==> src/rtl/buf_piso_pkg.sv <==
package buf_piso_pkg;

  typedef enum logic [1:0] {
    SA_HOLD  = 2'd0,
    SA_CLEAR = 2'd1,
    SA_LOAD  = 2'd2,
    SA_SHIFT = 2'd3
  } shift_act_e;

  // Clear outranks load, load outranks shift.
  function automatic shift_act_e pick_act(input logic clr_n, input logic load_n,
                                          input logic shift_rise);
    if (!clr_n)         return SA_CLEAR;
    else if (!load_n)   return SA_LOAD;
    else if (shift_rise) return SA_SHIFT;
    else                return SA_HOLD;
  endfunction

endpackage

==> src/rtl/pin_sampler.sv <==
module pin_sampler #(
  parameter int unsigned          BW      = 8,
  parameter int unsigned          DEPTH   = 2,
  parameter logic [BW-1:0]        RST_VAL = '0
) (
  input  logic          clk,
  input  logic          srst,
  input  logic [BW-1:0] raw,
  output logic [BW-1:0] smp
);
  logic [BW-1:0] chain [DEPTH];

  for (genvar g = 0; g < DEPTH; g++) begin : g_stage
    if (g == 0) begin : g_head
      always_ff @(posedge clk) begin
        if (srst) chain[g] <= RST_VAL;
        else      chain[g] <= raw;
      end
    end else begin : g_body
      always_ff @(posedge clk) begin
        if (srst) chain[g] <= RST_VAL;
        else      chain[g] <= chain[g-1];
      end
    end
  end

  assign smp = chain[DEPTH-1];
endmodule

==> src/rtl/rise_detect.sv <==
module rise_detect #(
  parameter int unsigned N = 2
) (
  input  logic         clk,
  input  logic         srst,
  input  logic [N-1:0] lvl,
  output logic [N-1:0] rise
);
  logic [N-1:0] prev_q;

  always_ff @(posedge clk) begin
    if (srst) prev_q <= '0;
    else      prev_q <= lvl;
  end

  assign rise = lvl & ~prev_q;
endmodule

==> src/rtl/stage_reg.sv <==
module stage_reg #(
  parameter int unsigned WIDTH = 8
) (
  input  logic             clk,
  input  logic             srst,
  input  logic             cap,
  input  logic [WIDTH-1:0] d,
  output logic [WIDTH-1:0] q
);
  always_ff @(posedge clk) begin
    if (srst)     q <= '0;
    else if (cap) q <= d;
  end
endmodule

==> src/rtl/piso_cell.sv <==
module piso_cell
  import buf_piso_pkg::*;
(
  input  logic       clk,
  input  logic       srst,
  input  shift_act_e act,
  input  logic       load_bit,
  input  logic       left_bit,
  output logic       q
);
  always_ff @(posedge clk) begin
    if (srst) q <= 1'b0;
    else begin
      unique case (act)
        SA_CLEAR: q <= 1'b0;
        SA_LOAD:  q <= load_bit;
        SA_SHIFT: q <= left_bit;
        default:  q <= q;
      endcase
    end
  end
endmodule

==> src/rtl/buf_piso_shifter.sv <==
module buf_piso_shifter
  import buf_piso_pkg::*;
#(
  parameter int unsigned WIDTH       = 8,
  parameter int unsigned SYNC_STAGES = 2
) (
  input  logic             clk,
  input  logic             srst,
  input  logic             cap_strobe,
  input  logic             shift_strobe,
  input  logic             clr_n,
  input  logic             load_n,
  input  logic             ser_in,
  input  logic [WIDTH-1:0] par_in,
  output logic             ser_out
);
  localparam int unsigned BW = WIDTH + 5;
  localparam logic [BW-1:0] IDLE_PINS = {1'b0, 1'b0, 1'b1, 1'b1, 1'b0, {WIDTH{1'b0}}};

  logic [BW-1:0]    raw_pins, smp_pins;
  logic             s_cap, s_shift, s_clr_n, s_ld_n, s_ser;
  logic [WIDTH-1:0] s_par;
  logic [1:0]       rises;
  logic             st_rise, sh_rise;
  logic [WIDTH-1:0] store_q, load_val, sh_q;
  shift_act_e       act;

  assign raw_pins = {cap_strobe, shift_strobe, clr_n, load_n, ser_in, par_in};

  pin_sampler #(.BW(BW), .DEPTH(SYNC_STAGES), .RST_VAL(IDLE_PINS)) u_sampler (
    .clk(clk), .srst(srst), .raw(raw_pins), .smp(smp_pins)
  );

  assign {s_cap, s_shift, s_clr_n, s_ld_n, s_ser, s_par} = smp_pins;

  rise_detect #(.N(2)) u_rise (
    .clk(clk), .srst(srst), .lvl({s_cap, s_shift}), .rise(rises)
  );
  assign st_rise = rises[1];
  assign sh_rise = rises[0];

  stage_reg #(.WIDTH(WIDTH)) u_store (
    .clk(clk), .srst(srst), .cap(st_rise), .d(s_par), .q(store_q)
  );

  // A capture during a held load passes straight through.
  assign load_val = st_rise ? s_par : store_q;
  assign act      = pick_act(s_clr_n, s_ld_n, sh_rise);

  for (genvar i = 0; i < WIDTH; i++) begin : g_cell
    logic left_bit;
    if (i == 0) begin : g_first
      assign left_bit = s_ser;
    end else begin : g_rest
      assign left_bit = sh_q[i-1];
    end
    piso_cell u_cell (
      .clk(clk), .srst(srst), .act(act), .load_bit(load_val[i]),
      .left_bit(left_bit), .q(sh_q[i])
    );
  end

  assign ser_out = sh_q[WIDTH-1];
endmodule

==> config.mk <==
export PLATFORM = sky130hd
export DESIGN_NAME = buf_piso_shifter
export DESIGN_NICKNAME = d
export VERILOG_FILES = /design/src/rtl/buf_piso_pkg.sv /design/src/rtl/pin_sampler.sv /design/src/rtl/rise_detect.sv /design/src/rtl/stage_reg.sv /design/src/rtl/piso_cell.sv /design/src/rtl/buf_piso_shifter.sv
export SDC_FILE = /design/constraint.sdc
export NUM_CORES = 1
export LEC_CHECK = 0
export BUFFER_PORTS_ARGS = -buffer_cell sky130_fd_sc_hd__buf_2
export CAP_MARGIN = 30
export CORE_MARGIN = 3
export CORE_UTILIZATION = 45
export DETAILED_ROUTE_END_ITERATION = 7
export GPL_TIMING_DRIVEN = 1
export PLACE_DENSITY = 0.74
export SETUP_SLACK_MARGIN = 0.5
export SLEW_MARGIN = 0
export SYNTH_ARGS = -nofsm -noshare
export SYNTH_HDL_FRONTEND = slang
export SYNTH_SLANG_ARGS = --single-unit
==> constraint.sdc <==
create_clock -name clk -period 1.3 [get_ports clk]
set_input_delay 0.195 -clock clk [delete_from_list [all_inputs] [get_ports clk]]
set_output_delay 0.195 -clock clk [all_outputs]
set_load 0.05 [all_outputs]
== Word level (Yosys, flattened, before mapping) ==
Memories as Yosys holds them, arrays and structs flattened.
Cells that the tools add are included.

* Equality and inequality tests: 3
* Multiplexer cells: 17
* Bitwise gates (word level): 4
* Reduce and logical (&&, ||, !) cells: 1

{| class="wikitable"
|+ Operators with widths
! cell !! count
|-
| two-way mux 13 bit || 2
|-
| one-hot mux 1 bit (3 select lines) || 8
|-
| two-way mux 8 bit || 1
|-
| two-way mux 2 bit || 3
|-
| equality test 2 bit, second input constant || 2
|-
| two-way mux 1 bit || 3
|-
| nonzero test 3 bit || 1
|-
| bitwise AND 2 bit || 1
|-
| equality test 2 x 1 -> 1 bit, second input constant || 1
|-
| inverter 2 bit || 1
|-
| OR 1 bit || 2
|}

* Register bits after elaboration: 18
* Bits in writable memories: 26
* Input bits: 15
* Word-level logic and storage cells: 36
* Memories kept: 1

{| class="wikitable"
|+ Memory list
! memory !! depth !! width !! rd ports !! clocked after Yosys merged registers in !! write ports !! line !! text
|-
| u_sampler.chain || 2 || 13 || 2 || 0 || 2 || pin_sampler.sv:11 || <nowiki>logic [BW-1:0] chain [DEPTH];</nowiki>
|}

== Logic depth before layout (Yosys ltp) ==
* Word-level depth: 7
* Depth in mapped cells: 4
* Gate-level depth less buffers: 3

== Modules after synthesis ==
Synthesis repeated with hierarchy kept, for this count alone.

* Cells, all modules: 139
* Area total of the unflattened synthesis: 1641.6 um2

{| class="wikitable"
|+ By module, submodules not included
! module !! instances !! cells an instance !! area an instance (um2) !! sequential area each (um2)
|-
| pin_sampler || 1 || 54 || 705.7 || 520.5
|-
| piso_cell || 8 || 5 || 53.8 || 20.0
|-
| stage_reg || 1 || 26 || 285.3 || 160.2
|-
| buf_piso_shifter || 1 || 13 || 150.1 || 0.0
|-
| rise_detect || 1 || 6 || 70.1 || 40.0
|}

== Least setup slack after synthesis ==
Ideal clock, no wire load.

* Path kind: reg2reg
* From: memory u_sampler.chain[1][12] (netlist name)
* To: register g_cell[3].u_cell.q
* Library setup time: 0.132 ns
* Arrival: 0.898 ns
* Required time: 1.168 ns
* Slack: 0.270 ns
* Stages on the path, launching flop included: 5
* Path buffers: 1
* Cell sequence: dfxtp_1 nor2b_1 buf_4 mux2i_1 o22ai_1

{| class="wikitable"
|+ RTL lines
! element !! line !! text
|-
| start: declaration || pin_sampler.sv:11 ||
|-
| end signal: assignment || piso_cell.sv:16 || <nowiki>SA_LOAD: q <= load_bit;</nowiki>
|-
| end signal: assignment || piso_cell.sv:17 || <nowiki>SA_SHIFT: q <= left_bit;</nowiki>
|-
| end signal: assignment || piso_cell.sv:18 || <nowiki>default: q <= q;</nowiki>
|-
| end: declaration || piso_cell.sv:9 || <nowiki>output logic q</nowiki>
|}

==> flow_summary.toml <==
[layout]
nFillCells = 239
antenna_cells_inserted = 0
drive_above_1_share_pct = 27.6
final_core_util_pct = 57.6
multi_input_area_um2 = 514
final-seq-area_um2 = 883
finish.instance_area_um2 = 1630
area_growth_syn_to_layout_pct = 19.2
design.final.nets = 148
layout.cells.non_filler = 165

[sta]
relSlewSlack_pct = 77.6
layout_setup_ws_ns = 0.182
max_freq_mhz = 894
maxSlewViolCount = 0
finalCriticalPeriod_ns = 1.12
finalHoldViolCount = 0
setup-tns-final_ns = 0
worstMarginPinSlew_ns = 0.336
clock-skew-final_ns = 0.00734
finalSetupViolations = 0
hold_slack_ns = 0.0215
final.period_utilization_pct = 86.0
rsz0062_at_grt = "true"

[global_routing]
grtUsageTotal_pct = 13.0
grt_overflow = 0
grt_pass1_wl_um = 3390
first_global_vias = 770
antenna_violations_before_repair = 0
largest_net_degree_at_the_start_of_global_routing = 38

[logic_synthesis]
yosys.area_share.adder_pct = 0
post_synth_and_or_nand_nor_area_fraction_pct = 17.1
synth-main-ff-cell = "dfxtp_1"
yosys-top-cells-area = "dfxtp_1, nor2b_1, mux2i_1"
synth_sequential_area_ratio_pct = 64.4
netlist.top_cell.by_area = "dfxtp_1"
post_synth_xor_area_fraction_pct = 0
synth-seq-cells = 44
synth_nets = 130
post-synth-top-area-fraction_pct = 64.4
synth_cell_types = 12
synthTopCellsByCount = "dfxtp_1, nor2b_1, mux2i_1"
post_synth_mux_area_share_pct = 11.7
synth_warnings = 0
most_common_cell_in_the_netlist = "dfxtp_1"
synth_compound_gate_area_share_pct = 3.66
post_synth.cell_area_avg_um2 = 11.9
synth_edf_count = 0
combinational_family_with_the_most_area_after_synthesis = "simple AND/OR/NAND/NOR gates"
synthCells = 115
mappedNetlistArea_um2 = 1370
async_flop_share_pct = 0

[power]
power_density_nw_per_um2 = 1340
vdd.ir_drop.worst_mv = 0.907
total_power_mw = 2.19
power_leakage_nw = 0.614

[critical_path]
crit_end = "g_cell[5].u_cell.q"
crit_chain = "nor2b_4, buf_12, mux2i_1, o22ai_1"
crit_required_ns = 1.53
max_stage_delay_ns = 0.34
endpoint_kind = "flip-flop"
cp_slowest_cell = "dfxtp_2"
worst_r2r_path_cells = 4
cp_max_fo = 8
rrSetupSlack_ns = 0.18
cp.arrival_ns = 1.35
r2r_start = "u_sampler.chain[1][12]"
timing.setup.critical_path_class = "reg -> reg"
crit-reg2reg-capture = "g_cell[5].u_cell.q"
critical_path_launch_point = "u_sampler.chain[1][12]"
worstSetupStartpointType = "flip-flop"

[cts]
cts_num_sinks = 44
clk_transition_reported_paths_ns = 0.12
tritoncts.num_buffers = 5
post_cts_buffers = 0
clock_insertion_delay_worst_skew_ns = 0.34
h-tree-depth = 2
cts_hold_buffers = 0
cts.path.max_buffers = 2
tritoncts = "done"
clock-root-buffer = "clkbuf_4"

[die]
die_width_um = 61.1
die-height_um = 61.1
ioPinCount = 16
floorplan.initialDensity_pct = 48.3
floorplan.die_area_um2 = 3740
core.rowCount = 19
coreArea_um2 = 2830

[worst_hold_path]
holdCritPathClass = "in -> reg"

[placement]
gp_routability_congestion = 0.661
place_ws_ns = 0.168
placedCellCount = 157
dp_hpwl_um = 1240
port_buffer_count = 15
dpl_cell_area_um2 = 1470

[routing]
detail_route.wirelength_um = 1980
routedWlPerCell_um = 12.0
drtAntennaViolNets = 0
drc = 0
vias = 782
drtIter0Drc = 9
route.detailed.vias_per_inst = 4.74
detailedRoute.firstPassIterationCount = 3

[status]
status = "finished clean"

[job]
cap_viol_max_count = 0
==> critical path, delay by kind of cell (launching register included) <==
family	cells	cell delay (ns)
AO/OA/AOI/OAI	1	0.10
flip-flops	1	0.34
multiplexers	1	0.26
buffers and inverters	1	0.16
AND/OR/NAND/NOR	1	0.15
==> sequential cells by signal (all words and copies together), names as in the netlist <==
signal and count:
u_sampler.chain 26, g_cell.u_cell.q 8, u_store.q 8, u_rise.prev_q 2
==> cells by family (layout without fill, tap and decap cells) <==
family,count (synthesis),after routing
AO/OA/AOI/OAI,8,8
buffers and inverters,7,26
flip-flops,44,44
multiplexers,16,16
AND/OR/NAND/NOR,40,40
==> report_power, final <==
| group | switching, mW | internal, mW |
|---|---|---|
| registers | 0.0152 | 1.39 |
| logic | 0.0523 | 0.0700 |
| clock network | 0.404 | 0.258 |
| total | 0.471 | 1.72 |
==> worst min-delay path by stage <==
stage | from | end | slack (ns) | cells past startpoint
after floorplan | clr_n | u_sampler.chain[0][10] | 0.29 | 1
after detailed placement | load_n | u_sampler.chain[0][9] | 0.38 | 2
after global routing | load_n | u_sampler.chain[0][9] | 0.008 | 2
after CTS | clr_n | u_sampler.chain[0][10] | 0.01 | 2
after global placement | load_n | u_sampler.chain[0][9] | 0.37 | 2
final | load_n | u_sampler.chain[0][9] | 0.02 | 2
==> cell usage in the layout, fill, tap and decap left out, drive strengths merged <==
cell type | synthesis | routed
nor2 | 8 | 8
clkinv | 0 | 2
or3b | 1 | 1
o22ai | 8 | 8
nor2b | 26 | 26
buf | 7 | 18
or2 | 4 | 4
dfxtp | 44 | 44
clkbuf | 0 | 6
mux2i | 16 | 16
nand3b | 1 | 1
==> layout make-up <==
| class | instances | share of cell area, % |
|---|---|---|
| flip-flops and latches | 44 | 54.2 |
| multi-input cells | 64 | 31.5 |
| repair buffers | 18 | 8.14 |
| clock buffers | 6 | 3.15 |
| well taps | 31 | 2.38 |
| clock inverters | 2 | 0.614 |
==> timing repair <==
action | in CTS | in global routing
gates cloned | 0 | 0
setup endpoints to repair | 17 | 17
pin swaps | 2 | 1
resized for setup | 14 | 8
hold endpoints to repair | 0 | 0
==> per-layer routing <==
layer / up-vias / global-route usage [%] / wire length (um)
li1: 413 / - / -
met1: 346 / 15.0 / 943
met2: 15 / 20.4 / 895
met3: 8 / 4.61 / 85
met4: 0 / 8.36 / 52
met5: - / 0 / 0
No activity file was read; power rests on OpenSTA's default activity.
